**src/rtl/memtype_pkg.sv**
```systemverilog
`timescale 1ns/1ps
package memtype_pkg;
    localparam int ADDR_W    = 40;
    localparam int PAGE_SH   = 12;
    localparam int PG_W      = ADDR_W - PAGE_SH;
    localparam int TYPE_W    = 8;
    localparam int NFIX      = 88;
    localparam int FIX_WORDS = NFIX / 8;
    localparam int DATA_W    = 64;
    localparam int FIX_IDX_W = $clog2(NFIX);

    localparam logic [TYPE_W-1:0] MT_UC     = 8'h00;
    localparam logic [TYPE_W-1:0] MT_WT     = 8'h04;
    localparam logic [TYPE_W-1:0] MT_WB     = 8'h06;
    localparam logic [TYPE_W-1:0] RES_OFF   = 8'hFF;
    localparam logic [TYPE_W-1:0] RES_SPLIT = 8'hFE;

    typedef struct packed {
        logic              valid;
        logic [PG_W-1:0]   mask_pg;
        logic [PG_W-1:0]   base_pg;
        logic [TYPE_W-1:0] kind;
    } var_rng_t;

    typedef struct packed {
        logic              loaded;
        logic [1:0]        en;
        logic              fix_present;
        logic [TYPE_W-1:0] def_type;
    } ctrl_t;
endpackage

```
**src/rtl/memtype_cfg.sv**
```systemverilog
`timescale 1ns/1ps
module memtype_cfg
    import memtype_pkg::*;
#(
    parameter int N_VAR = 8,
    parameter int SEL_W = 8
) (
    input  logic                        clk,
    input  logic                        rst_n,
    input  logic                        we,
    input  logic [SEL_W-1:0]            sel,
    input  logic [DATA_W-1:0]           wdata,
    output ctrl_t                       ctrl,
    output logic [ADDR_W-1:0]           tom2,
    output logic [NFIX-1:0][TYPE_W-1:0] fix_types,
    output var_rng_t [N_VAR-1:0]        vars
);
    localparam int SEL_CTRL = 'h00;
    localparam int SEL_LIM  = 'h01;
    localparam int SEL_FIX  = 'h10;
    localparam int SEL_VAR  = 'h40;

    typedef struct packed {
        ctrl_t                       ctrl;
        logic [ADDR_W-1:0]           tom2;
        logic [NFIX-1:0][TYPE_W-1:0] fix;
        var_rng_t [N_VAR-1:0]        vars;
    } cfg_st_t;

    cfg_st_t st_d, st_q;

    always_comb begin
        st_d = st_q;
        if (we) begin
            if (sel == SEL_W'(SEL_CTRL)) begin
                st_d.ctrl.loaded      = 1'b1;
                st_d.ctrl.en          = wdata[11:10];
                st_d.ctrl.fix_present = wdata[8];
                st_d.ctrl.def_type    = wdata[7:0];
            end
            if (sel == SEL_W'(SEL_LIM))
                st_d.tom2 = wdata[ADDR_W-1:0];
            for (int w = 0; w < FIX_WORDS; w++) begin
                if (sel == SEL_W'(SEL_FIX + w)) begin
                    for (int b = 0; b < 8; b++)
                        st_d.fix[8*w+b] = wdata[8*b +: 8];
                end
            end
            for (int i = 0; i < N_VAR; i++) begin
                if (sel == SEL_W'(SEL_VAR + 2*i)) begin
                    st_d.vars[i].base_pg = wdata[ADDR_W-1:PAGE_SH];
                    st_d.vars[i].kind    = wdata[TYPE_W-1:0];
                end
                if (sel == SEL_W'(SEL_VAR + 2*i + 1)) begin
                    st_d.vars[i].mask_pg = wdata[ADDR_W-1:PAGE_SH];
                    st_d.vars[i].valid   = wdata[11];
                end
            end
        end
    end

    always_ff @(posedge clk or negedge rst_n) begin
        if (!rst_n) st_q <= '0;
        else        st_q <= st_d;
    end

    assign ctrl      = st_q.ctrl;
    assign tom2      = st_q.tom2;
    assign fix_types = st_q.fix;
    assign vars      = st_q.vars;

    // once loaded, the configuration stays loaded
    a_r1_loaded_sticky: assert property (@(posedge clk) disable iff (!rst_n)
        ctrl.loaded |=> ctrl.loaded);

    // a control write lands in the following cycle
    a_r10_ctrl_write: assert property (@(posedge clk) disable iff (!rst_n)
        (we && sel == SEL_W'(SEL_CTRL)) |=>
            (ctrl.loaded && ctrl.def_type == $past(wdata[7:0])
             && ctrl.en == $past(wdata[11:10])));
endmodule

```
**src/rtl/memtype_fixed_sel.sv**
```systemverilog
`timescale 1ns/1ps
module memtype_fixed_sel
    import memtype_pkg::*;
(
    input  logic [PG_W-1:0]             start_pg,
    input  logic [NFIX-1:0][TYPE_W-1:0] fix_types,
    output logic                        in_fixed,
    output logic [TYPE_W-1:0]           fx_type
);
    logic [FIX_IDX_W-1:0] idx;

    always_comb begin
        in_fixed = (start_pg[PG_W-1:8] == '0);
        if (!start_pg[7])
            idx = FIX_IDX_W'(start_pg[6:4]);
        else if (!start_pg[6])
            idx = FIX_IDX_W'(8) + FIX_IDX_W'(start_pg[5:2]);
        else
            idx = FIX_IDX_W'(24) + FIX_IDX_W'(start_pg[5:0]);
        fx_type = fix_types[idx];
    end

    // every fixed-region start maps to an existing byte
    always_comb begin
        if (in_fixed) a_r2_idx_in_table: assert (int'(idx) < NFIX);
    end
endmodule

```
**src/rtl/memtype_var_scan.sv**
```systemverilog
`timescale 1ns/1ps
module memtype_var_scan
    import memtype_pkg::*;
#(
    parameter int N_VAR = 8
) (
    input  logic [ADDR_W-1:0]    start_a,
    input  logic [ADDR_W-1:0]    last_a,
    input  var_rng_t [N_VAR-1:0] vars,
    output logic                 term,
    output logic [TYPE_W-1:0]    term_type,
    output logic                 hit,
    output logic [TYPE_W-1:0]    comb_type
);
    logic              done;
    logic [ADDR_W-1:0] maskf, basem;
    logic              s_in, e_in;

    always_comb begin
        done      = 1'b0;
        term      = 1'b0;
        term_type = MT_UC;
        hit       = 1'b0;
        comb_type = MT_UC;
        maskf     = '0;
        basem     = '0;
        s_in      = 1'b0;
        e_in      = 1'b0;
        for (int i = 0; i < N_VAR; i++) begin
            maskf = {vars[i].mask_pg, {PAGE_SH{1'b0}}};
            basem = {vars[i].base_pg, {PAGE_SH{1'b0}}} & maskf;
            s_in  = ((start_a & maskf) == basem);
            e_in  = ((last_a & maskf) == basem);
            if (!done && vars[i].valid) begin
                if (s_in != e_in) begin
                    done      = 1'b1;
                    term      = 1'b1;
                    term_type = RES_SPLIT;
                end else if (s_in) begin
                    if (!hit) begin
                        hit       = 1'b1;
                        comb_type = vars[i].kind;
                    end else if (comb_type == MT_UC || vars[i].kind == MT_UC) begin
                        done = 1'b1;
                        term = 1'b1;
                    end else if ((comb_type == MT_WB && vars[i].kind == MT_WT) ||
                                 (comb_type == MT_WT && vars[i].kind == MT_WB)) begin
                        comb_type = MT_WT;
                    end else if (comb_type != vars[i].kind) begin
                        done = 1'b1;
                        term = 1'b1;
                    end
                end
            end
        end
    end

    // an early stop only ever reports a split or uncacheable
    always_comb begin
        if (term) a_r6_term_code: assert (term_type == MT_UC || term_type == RES_SPLIT);
    end
endmodule

```
**src/rtl/memtype_resolver.sv**
```systemverilog
`timescale 1ns/1ps
module memtype_resolver
    import memtype_pkg::*;
#(
    parameter int N_VAR = 8,
    parameter int SEL_W = 8
) (
    input  logic              clk,
    input  logic              rst_n,
    input  logic              cfg_we,
    input  logic [SEL_W-1:0]  cfg_sel,
    input  logic [DATA_W-1:0] cfg_wdata,
    input  logic              lk_valid,
    output logic              lk_ready,
    input  logic [ADDR_W-1:0] lk_start,
    input  logic [ADDR_W-1:0] lk_end,
    output logic              res_valid,
    output logic [TYPE_W-1:0] res_type
);
    localparam logic [ADDR_W-1:0] HIGH_BASE = ADDR_W'(64'h1_0000_0000);

    typedef struct packed {
        logic              v;
        logic [TYPE_W-1:0] t;
    } res_t;

    ctrl_t                       ctrl;
    logic [ADDR_W-1:0]           tom2;
    logic [NFIX-1:0][TYPE_W-1:0] fix_types;
    var_rng_t [N_VAR-1:0]        vars;
    logic                        in_fixed, term, hit, acc, high_wb;
    logic [TYPE_W-1:0]           fx_type, term_type, comb_type, rt;
    logic [ADDR_W-1:0]           last_a;
    res_t                        res_d, res_q;

    memtype_cfg #(.N_VAR(N_VAR), .SEL_W(SEL_W)) u_cfg (
        .clk(clk), .rst_n(rst_n), .we(cfg_we), .sel(cfg_sel), .wdata(cfg_wdata),
        .ctrl(ctrl), .tom2(tom2), .fix_types(fix_types), .vars(vars)
    );

    memtype_fixed_sel u_fix (
        .start_pg(lk_start[ADDR_W-1:PAGE_SH]), .fix_types(fix_types),
        .in_fixed(in_fixed), .fx_type(fx_type)
    );

    memtype_var_scan #(.N_VAR(N_VAR)) u_scan (
        .start_a(lk_start), .last_a(last_a), .vars(vars),
        .term(term), .term_type(term_type), .hit(hit), .comb_type(comb_type)
    );

    assign last_a   = lk_end - ADDR_W'(1);
    assign lk_ready = !cfg_we;
    assign acc      = lk_valid && lk_ready;
    assign high_wb  = (tom2 != '0) && (lk_start >= HIGH_BASE) && (last_a < tom2);

    always_comb begin
        if (!ctrl.loaded || ctrl.en == 2'b00)      rt = RES_OFF;
        else if (ctrl.fix_present && in_fixed)     rt = fx_type;
        else if (!ctrl.en[1])                      rt = ctrl.def_type;
        else if (term)                             rt = term_type;
        else if (high_wb)                          rt = MT_WB;
        else if (hit)                              rt = comb_type;
        else                                       rt = ctrl.def_type;
        res_d.v = acc;
        res_d.t = acc ? rt : res_q.t;
    end

    always_ff @(posedge clk or negedge rst_n) begin
        if (!rst_n) res_q <= '0;
        else        res_q <= res_d;
    end

    assign res_valid = res_q.v;
    assign res_type  = res_q.t;

    a_r9_strobe_after_accept: assert property (@(posedge clk) disable iff (!rst_n)
        acc |=> res_valid);
    a_r9_no_spurious_strobe: assert property (@(posedge clk) disable iff (!rst_n)
        !acc |=> !res_valid);
    a_r9_type_held: assert property (@(posedge clk) disable iff (!rst_n)
        !acc |=> $stable(res_type));
    a_r9_no_accept_on_write: assert property (@(posedge clk) disable iff (!rst_n)
        cfg_we |=> !res_valid);
    a_r1_unloaded_off: assert property (@(posedge clk) disable iff (!rst_n)
        (acc && !ctrl.loaded) |=> res_type == RES_OFF);
endmodule

```
**config.mk**
```make
export PLATFORM = sky130hd
export DESIGN_NAME = memtype_resolver
export DESIGN_NICKNAME = d
export VERILOG_FILES = /design/src/rtl/memtype_pkg.sv /design/src/rtl/memtype_cfg.sv /design/src/rtl/memtype_fixed_sel.sv /design/src/rtl/memtype_var_scan.sv /design/src/rtl/memtype_resolver.sv
export SDC_FILE = /design/constraint.sdc
export NUM_CORES = 2
export LEC_CHECK = 0
export BUFFER_PORTS_ARGS = -buffer_cell sky130_fd_sc_hd__buf_2
export CORE_MARGIN = 10
export CORE_UTILIZATION = 30
export CTS_BUF_LIST = sky130_fd_sc_hd__clkbuf_4 sky130_fd_sc_hd__clkbuf_8 sky130_fd_sc_hd__clkbuf_16
export DETAILED_ROUTE_END_ITERATION = 8
export PLACE_DENSITY_LB_ADDON = 0.08
export RECOVER_POWER = 25
export SYNTH_ARGS = -nofsm -noshare
export SYNTH_HDL_FRONTEND = slang
export SYNTH_SLANG_ARGS = --single-unit
```
**constraint.sdc**
```tcl
create_clock -name clk -period 7.1 [get_ports clk]
set_input_delay 1.42 -clock clk [delete_from_list [all_inputs] [get_ports clk]]
set_output_delay 1.42 -clock clk [all_outputs]
set_load 0.02 [all_outputs]
```
### After elaboration in Yosys (flattened, before gate mapping)

Cells that the tools add are included.

| storage, ports and cells | value |
|---|---|
| output and inout port bits | 10 |
| input port bits | 156 |
| register bits after elaboration | 1285 |
| word-level logic and storage cells | 486 |

| cells by class | value |
|---|---|
| bitwise operators | 24 |
| $lt $le $gt $ge | 3 |
| equality and inequality tests | 87 |
| add/subtract/negate cells | 3 |
| muxes and demuxes | 146 |
| reduce and logical (&&, ||, !) cells | 96 |

Operators with widths:

| operator | number |
|---|---|
| $and A40 B40 Y40 | 24 |
| $eq A40 B40 Y1 | 16 |
| $mux W8 | 68 |
| $eq A8 B3 Y1 const B | 28 |
| $eq A8 B7 Y1 const B | 16 |
| $logic_not A8 Y1 | 15 |
| $eq A8 B5 Y1 const B | 11 |
| $mux W1 | 75 |
| $reduce_and A2 Y1 | 29 |
| $bmux W8 S7 | 1 |
| $ne A8 B8 Y1 | 7 |
| $ge A40 B33 Y1 const B | 1 |
| $lt A40 B40 Y1 | 1 |
| $reduce_bool A40 Y1 | 1 |
| $sub A40 B1 Y40 const B | 1 |
| $logic_and A1 B1 Y1 | 25 |
| $logic_not A20 Y1 | 1 |
| $logic_or A1 B1 Y1 | 15 |
| $mux W7 | 2 |
| $logic_not A1 Y1 | 9 |
| $eq A8 B1 Y1 const B | 1 |
| $lt A7 B8 Y1 const B | 1 |
| $ne A1 B1 Y1 | 8 |
| $add A5 B6 Y7 const A | 1 |
| 2 further kinds | 2 |

### Depth between registers and ports, before layout

| logic depth | value |
|---|---|
| depth after elaboration | 75 |
| depth in mapped cells | 41 |
| mapped depth without buffers | 35 |

### Hierarchy

From an unflattened synthesis, not the netlist that was laid out.

| second synthesis, totals | value |
|---|---|
| cell total of the unflattened synthesis | 5829 |
| area total of the unflattened synthesis | 69081.3 um2 |

Modules (own cells, without submodules):

| module | cells an instance | instances | area an instance (um2) |
|---|---|---|---|
| memtype_cfg | 2854 | 1 | 48154.9 |
| memtype_var_scan | 1559 | 1 | 11526.1 |
| memtype_fixed_sel | 1066 | 1 | 6882.9 |
| memtype_resolver | 350 | 1 | 2517.4 |

### Worst setup path after synthesis

Ideal clock, no wire load.

| timing | value |
|---|---|
| path type | input to register |
| start | in lk_end[15] |
| end | reg res_q, in the netlist res_type[7] |
| arrival time | 10.600 ns |
| slack | -3.626 ns |
| stages | 39 |
| data required time | 6.974 ns |
| cells stage by stage | clkbuf_1 > or2_2 > or4_1 > buf_4 > or4b_1 > clkbuf_1 > xor2_1 > xnor2_1 > a222oi_1 > nand4_1 > nor3_1 > and3_1 > ha_1 > nor2b_1 > nand4_1 > nor4_1 > clkbuf_1 > a21oi_1 > [... 3 more ...] > a31oi_1 > or3_1 > a22oi_1 > nand4b_1 > o31ai_2 > a41o_1 > mux2_2 > a41oi_2 > or4_1 > buf_2 > mux2i_1 > or4b_1 > a211oi_2 > o211ai_2 > a211oi_4 > mux2_2 > o211ai_1 > o21ai_1 |

| between the ends | value |
|---|---|
| cells in the longest elaborated chain, start to end | 75 |
| elaborated cells on any way between the ends | 237 |

Ends and longest elaborated chain:

| element | RTL line | RTL |
|---|---|---|
| start: declaration | memtype_resolver.sv:16 | `input logic [ADDR_W-1:0] lk_end,` |
| $sub A40 B1 Y40 * | memtype_resolver.sv:51 | `assign last_a = lk_end - ADDR_W'(1);` |
| $and A40 B40 Y40 | memtype_var_scan.sv:33 | `e_in = ((last_a & maskf) == basem);` |
| $eq A40 B40 Y1 | memtype_var_scan.sv:33 |  |
| $ne A1 B1 Y1 | memtype_var_scan.sv:35 | `if (s_in != e_in) begin` |
| $mux W8 | memtype_var_scan.sv:35 |  |
| $mux W8 | memtype_var_scan.sv:34 | `if (!done && vars[i].valid) begin` |
| $eq A8 B3 Y1, on equally long branches | memtype_var_scan.sv:46, memtype_var_scan.sv:47 |  |
| $logic_and A1 B1 Y1, on equally long branches | memtype_var_scan.sv:46, memtype_var_scan.sv:47 |  |
| [... 59 more ...] | - |  |
| $mux W8 | memtype_var_scan.sv:35 |  |
| $mux W8 | memtype_var_scan.sv:34 |  |
| $mux W8 | memtype_resolver.sv:62 | `else if (hit) rt = comb_type;` |
| $mux W8 | memtype_resolver.sv:61 | `else if (high_wb) rt = MT_WB;` |
| $mux W8 * | memtype_resolver.sv:60 | `else if (term) rt = term_type;` |
| $mux W8 * | memtype_resolver.sv:59 | `else if (!ctrl.en[1]) rt = ctrl.def_type;` |
| $mux W8 * | memtype_resolver.sv:58 | `else if (ctrl.fix_present && in_fixed) rt = fx_type;` |
| $mux W8 * | memtype_resolver.sv:57 | `if (!ctrl.loaded \|\| ctrl.en == 2'b00) rt = RES_OFF;` |
| end signal: assignment | memtype_resolver.sv:70 | `else res_q <= res_d;` |
| end: declaration | memtype_resolver.sv:34 | `res_t res_d, res_q;` |

Every way passes the cells marked *; elsewhere a longest branch is shown, timed or not.
A chain may end at the register's enable or synchronous reset.

### Final worst setup path

| timing | value |
|---|---|
| start | in lk_end[15] |
| end | reg res_q, in the netlist res_type[1] |

Same word-level chain as after synthesis.

==> reports/results.ini <==
[power_and_ir_drop]
p_clk_share_pct=43.1
cellPowerDensity_nw_per_um2=229
seqPwrFrac_pct=40.8
p_leak_nw=40.4
power_switching_share_pct=28.9
vdd_drop_max_mv=0.196
p_int_mw=13.9
combPwrFrac_pct=16.1
switching_power_mw=5.66

[placed_design]
dpl.cell_count=9295
port_buffers=153
dp_hpwl_um=214000
place_congestion=0.938

[route]
wirelength_um=306000
drt-pass1-iter-count=8
drc_errors=0
dr.first_iter.drc_count=4307
routedWlPerCell_um=31.7
vias_per_cell=5.44
num_vias=52400
ant_nets=0

[floorplan]
coreArea_um2=230000
rows=176
die_area_um2=251000
die_x_um=501
initial_core_util_pct=30.2
io_pins=166
die_y_um=501

[timing]
report.final.setup_viol=8
setup_ws_ps=-2620
slew_headroom_pct=-341
skew_ps=53.0
final_max_slew_viol_count=88
fin_tns_setup_ps=-20600
finalCritPeriodShare_pct=137
finalCriticalPeriod_ps=9720
fmax_ghz=0.103
rsz0062_at_grt=true
hold_viol=0
worst_pin_slew_ps=6610

[setup_path]
crit_type=in -> reg
crit_arrival_ps=10480
critPathLaunch=lk_end[15]
cp-start-kind=input pin
crit_top_cell=buf_4
critPathMaxFanout=5
r2r-start=u_cfg.vars[14]
endpoint_kind=flop
slowest_stage=or4b_4
cp_slowest_stage_delay_ps=590
crit_required_ps=7860

[synth]
async_flop_share_pct=100
ys_types=103
synth_top_flop_cell=dfrtp_1
yosysWarnings=0
ys_ff_latch=1285
synth_cells=5766
syn-cell-area_um2=69500
syn_area_per_cell_um2=12.0
synth_nets=5964
ys_seq_area_share_pct=46.3
synth_edf_count=0

[cts]
htree_num_levels=4
clock_latency_ps=830
cts_buffers=159
tritoncts=yes
cts_buffer_depth=3
clk_pin_slew_ps=60
clock-sinks=1285
cts_root_buffer=clkbuf_16

[final_layout]
nets=6653
stdcell_count=9628
layout-drive-gt1-share_pct=44.3
area_growth_pct=22.9

[grt]
grt_usage_pct=23.7
first_global_vias=53800
grt_max_degree=163
grt_pass1_wl_um=430000
grtUsageMet1_pct=32.2
gr-total-overflow=0
grt_most_used_layer=met2
met3_usage_pct=2.84
use_met2_pct=38.8
antenna_found_initial=52

[status]
violations=max-capacitance violations, max-slew violations, negative setup slack
status=finished, violations left

[run]
cap_violations=1

[min_path]
min-delay-path-class=reg -> reg
worstHoldStart=u_cfg.ctrl[11]

[layer usage]
| layer | routed length (um) | vias to the layer above | part of all wire (%) |
|---|---|---|---|
| met1 | 136000 | 27900 | 45 |
| met5 | 0 | - | 0 |
| li1 | - | 22600 | - |
| met4 | 13100 | 0 | 4.3 |
| met2 | 143000 | 1415 | 47 |
| met3 | 13400 | 436 | 4.4 |
[worst paths after layout]
check,endpoint,slack [ps],cells past startpoint
min reg2reg,u_cfg.ctrl[11],470,1
min in group asynchronous,u_cfg.fix_types[223],3090,1
max reg2reg,res_type[1],-1250,36
max,res_type[1],-2620,41
min,u_cfg.ctrl[11],470,1
max in group asynchronous,u_cfg.vars[466],180,3
[synthesized netlist by cell type, drive strengths merged, types with 23 or more instances]
| library cell | number | area (um^2) |
|---|---|---|
| mux2i | 51 | 510 |
| nand2 | 390 | 1470 |
| a31oi | 42 | 263 |
| nor3 | 85 | 473 |
| nor2 | 109 | 412 |
| o21ai | 151 | 756 |
| ha | 42 | 526 |
| and3 | 43 | 269 |
| a222oi | 27 | 270 |
| xor2 | 296 | 2600 |
| xnor2 | 206 | 1830 |
| or3 | 28 | 180 |
| inv | 128 | 480 |
| nor2b | 26 | 163 |
| nand2b | 30 | 188 |
| nand3 | 109 | 546 |
| clkbuf | 368 | 1380 |
| nor4 | 82 | 683 |
| nand4 | 87 | 544 |
| a21oi | 69 | 345 |
| dfrtp | 1285 | 32200 |
| a311oi | 29 | 254 |
| a22oi | 112 | 841 |
| buf | 94 | 409 |
| mux2 | 1251 | 14100 |
| mux4 | 177 | 3990 |
| or2 | 25 | 156 |
| a22o | 23 | 201 |
[worst max-delay path: cells and delay by family]
| kind | cells | cell delay (ps) |
|---|---|---|
| buffers and inverters | 8 | 1150 |
| and+or+nand+nor | 19 | 5140 |
| xor gates and xnor gates | 2 | 340 |
| AOI/OAI and AO/OA | 11 | 2230 |
| adders and majority gates | 1 | 210 |
[cell families (layout without fill, tap and decap cells)]
| kind of cell | count (synthesis) | in the layout | share of synthesized area, % |
|---|---|---|---|
| flops | 1285 | 1285 | 46.3 |
| simple gates | 1137 | 1137 | 8.74 |
| mux | 1479 | 1479 | 26.8 |
| fa+ha+maj | 42 | 42 | 0.756 |
| compound gates | 724 | 724 | 7.59 |
| other cells | 0 | 22 | 0 |
| buf+inv | 590 | 1404 | 3.27 |
| xor+xnor | 509 | 509 | 6.60 |
[placed cells by master, fill, tap and decap left out, types with 20 or more instances in the layout]
| cell | n |
|---|---|
| ha_1 | 40 |
| a21oi_1 | 64 |
| nor2_1 | 103 |
| nand4_1 | 87 |
| or3_1 | 22 |
| nand2b_1 | 30 |
| a31oi_1 | 42 |
| and3_1 | 41 |
| nand3_1 | 100 |
| a22oi_1 | 109 |
| nor4_1 | 59 |
| nor2b_1 | 25 |
| mux2_2 | 1248 |
| buf_4 | 793 |
| clkbuf_16 | 159 |
| buf_2 | 152 |
| clkbuf_4 | 44 |
| xnor2_1 | 197 |
| clkinv_2 | 24 |
| buf_12 | 24 |
| nand2_1 | 377 |
| a311oi_1 | 28 |
| o21ai_0 | 135 |
| or2_2 | 21 |
| mux4_2 | 177 |
| xor2_1 | 291 |
| diode_2 | 22 |
| nor3_1 | 63 |
| o211ai_1 | 20 |
| a22o_1 | 23 |
| mux2i_1 | 47 |
| clkbuf_8 | 39 |
| inv_1 | 128 |
| a222oi_1 | 27 |
| dfrtp_1 | 1285 |
[power by group through the flow]
stage          Combinational, mW  Sequential [mW]  Clock [mW]
2_1_floorplan               1.50             7.99           0
3_3_place_gp                3.07             8.09           0
3_5_place_dp                3.08             8.10           0
4_1_cts                     3.12             7.97        8.65
5_1_grt                     3.35             8.01        8.92
6_report                    3.14             7.98        8.43
[cell type report]
type	count	area [um^2]
tap	3026	3790
antenna	22	55.1
sequential	1285	32200
timing repair buffer	990	7400
clock inverter	49	649
clock buffer	237	4810
fill	22600	145000
inverter	128	480
multi-input combinational	3891	36000
[through the flow]
stage          utilization (%)  hold WS, ps  setup WS [ps]  total power [mW]  area [um^2]
2_1_floorplan                -          440          -3220              9.49        69600
3_3_place_gp              34.3          458          -4000              11.2        79000
3_5_place_dp              34.3          463          -4100              11.2        79000
4_1_cts                   36.9          477          -2700              19.7        84800
5_1_grt                   37.1          504          -2970              20.3        85400
6_report                  37.1          475          -2620              19.5        85400
[flip-flops by register name, indices dropped and copies added (netlist names)]
name,count
res_valid,1
u_cfg.tom2,40
u_cfg.ctrl,12
u_cfg.vars,520
u_cfg.fix_types,704
res_type,8
[what timing repair did]
action	4_1_cts	5_1_grt
hold buffers	0	0
endpoints found under the setup margin	8	8
pin swaps	36	56
resized for setup	64	79
gates cloned	0	0
buffers inserted	9	19
No activity file was read; power rests on OpenSTA's default activity.
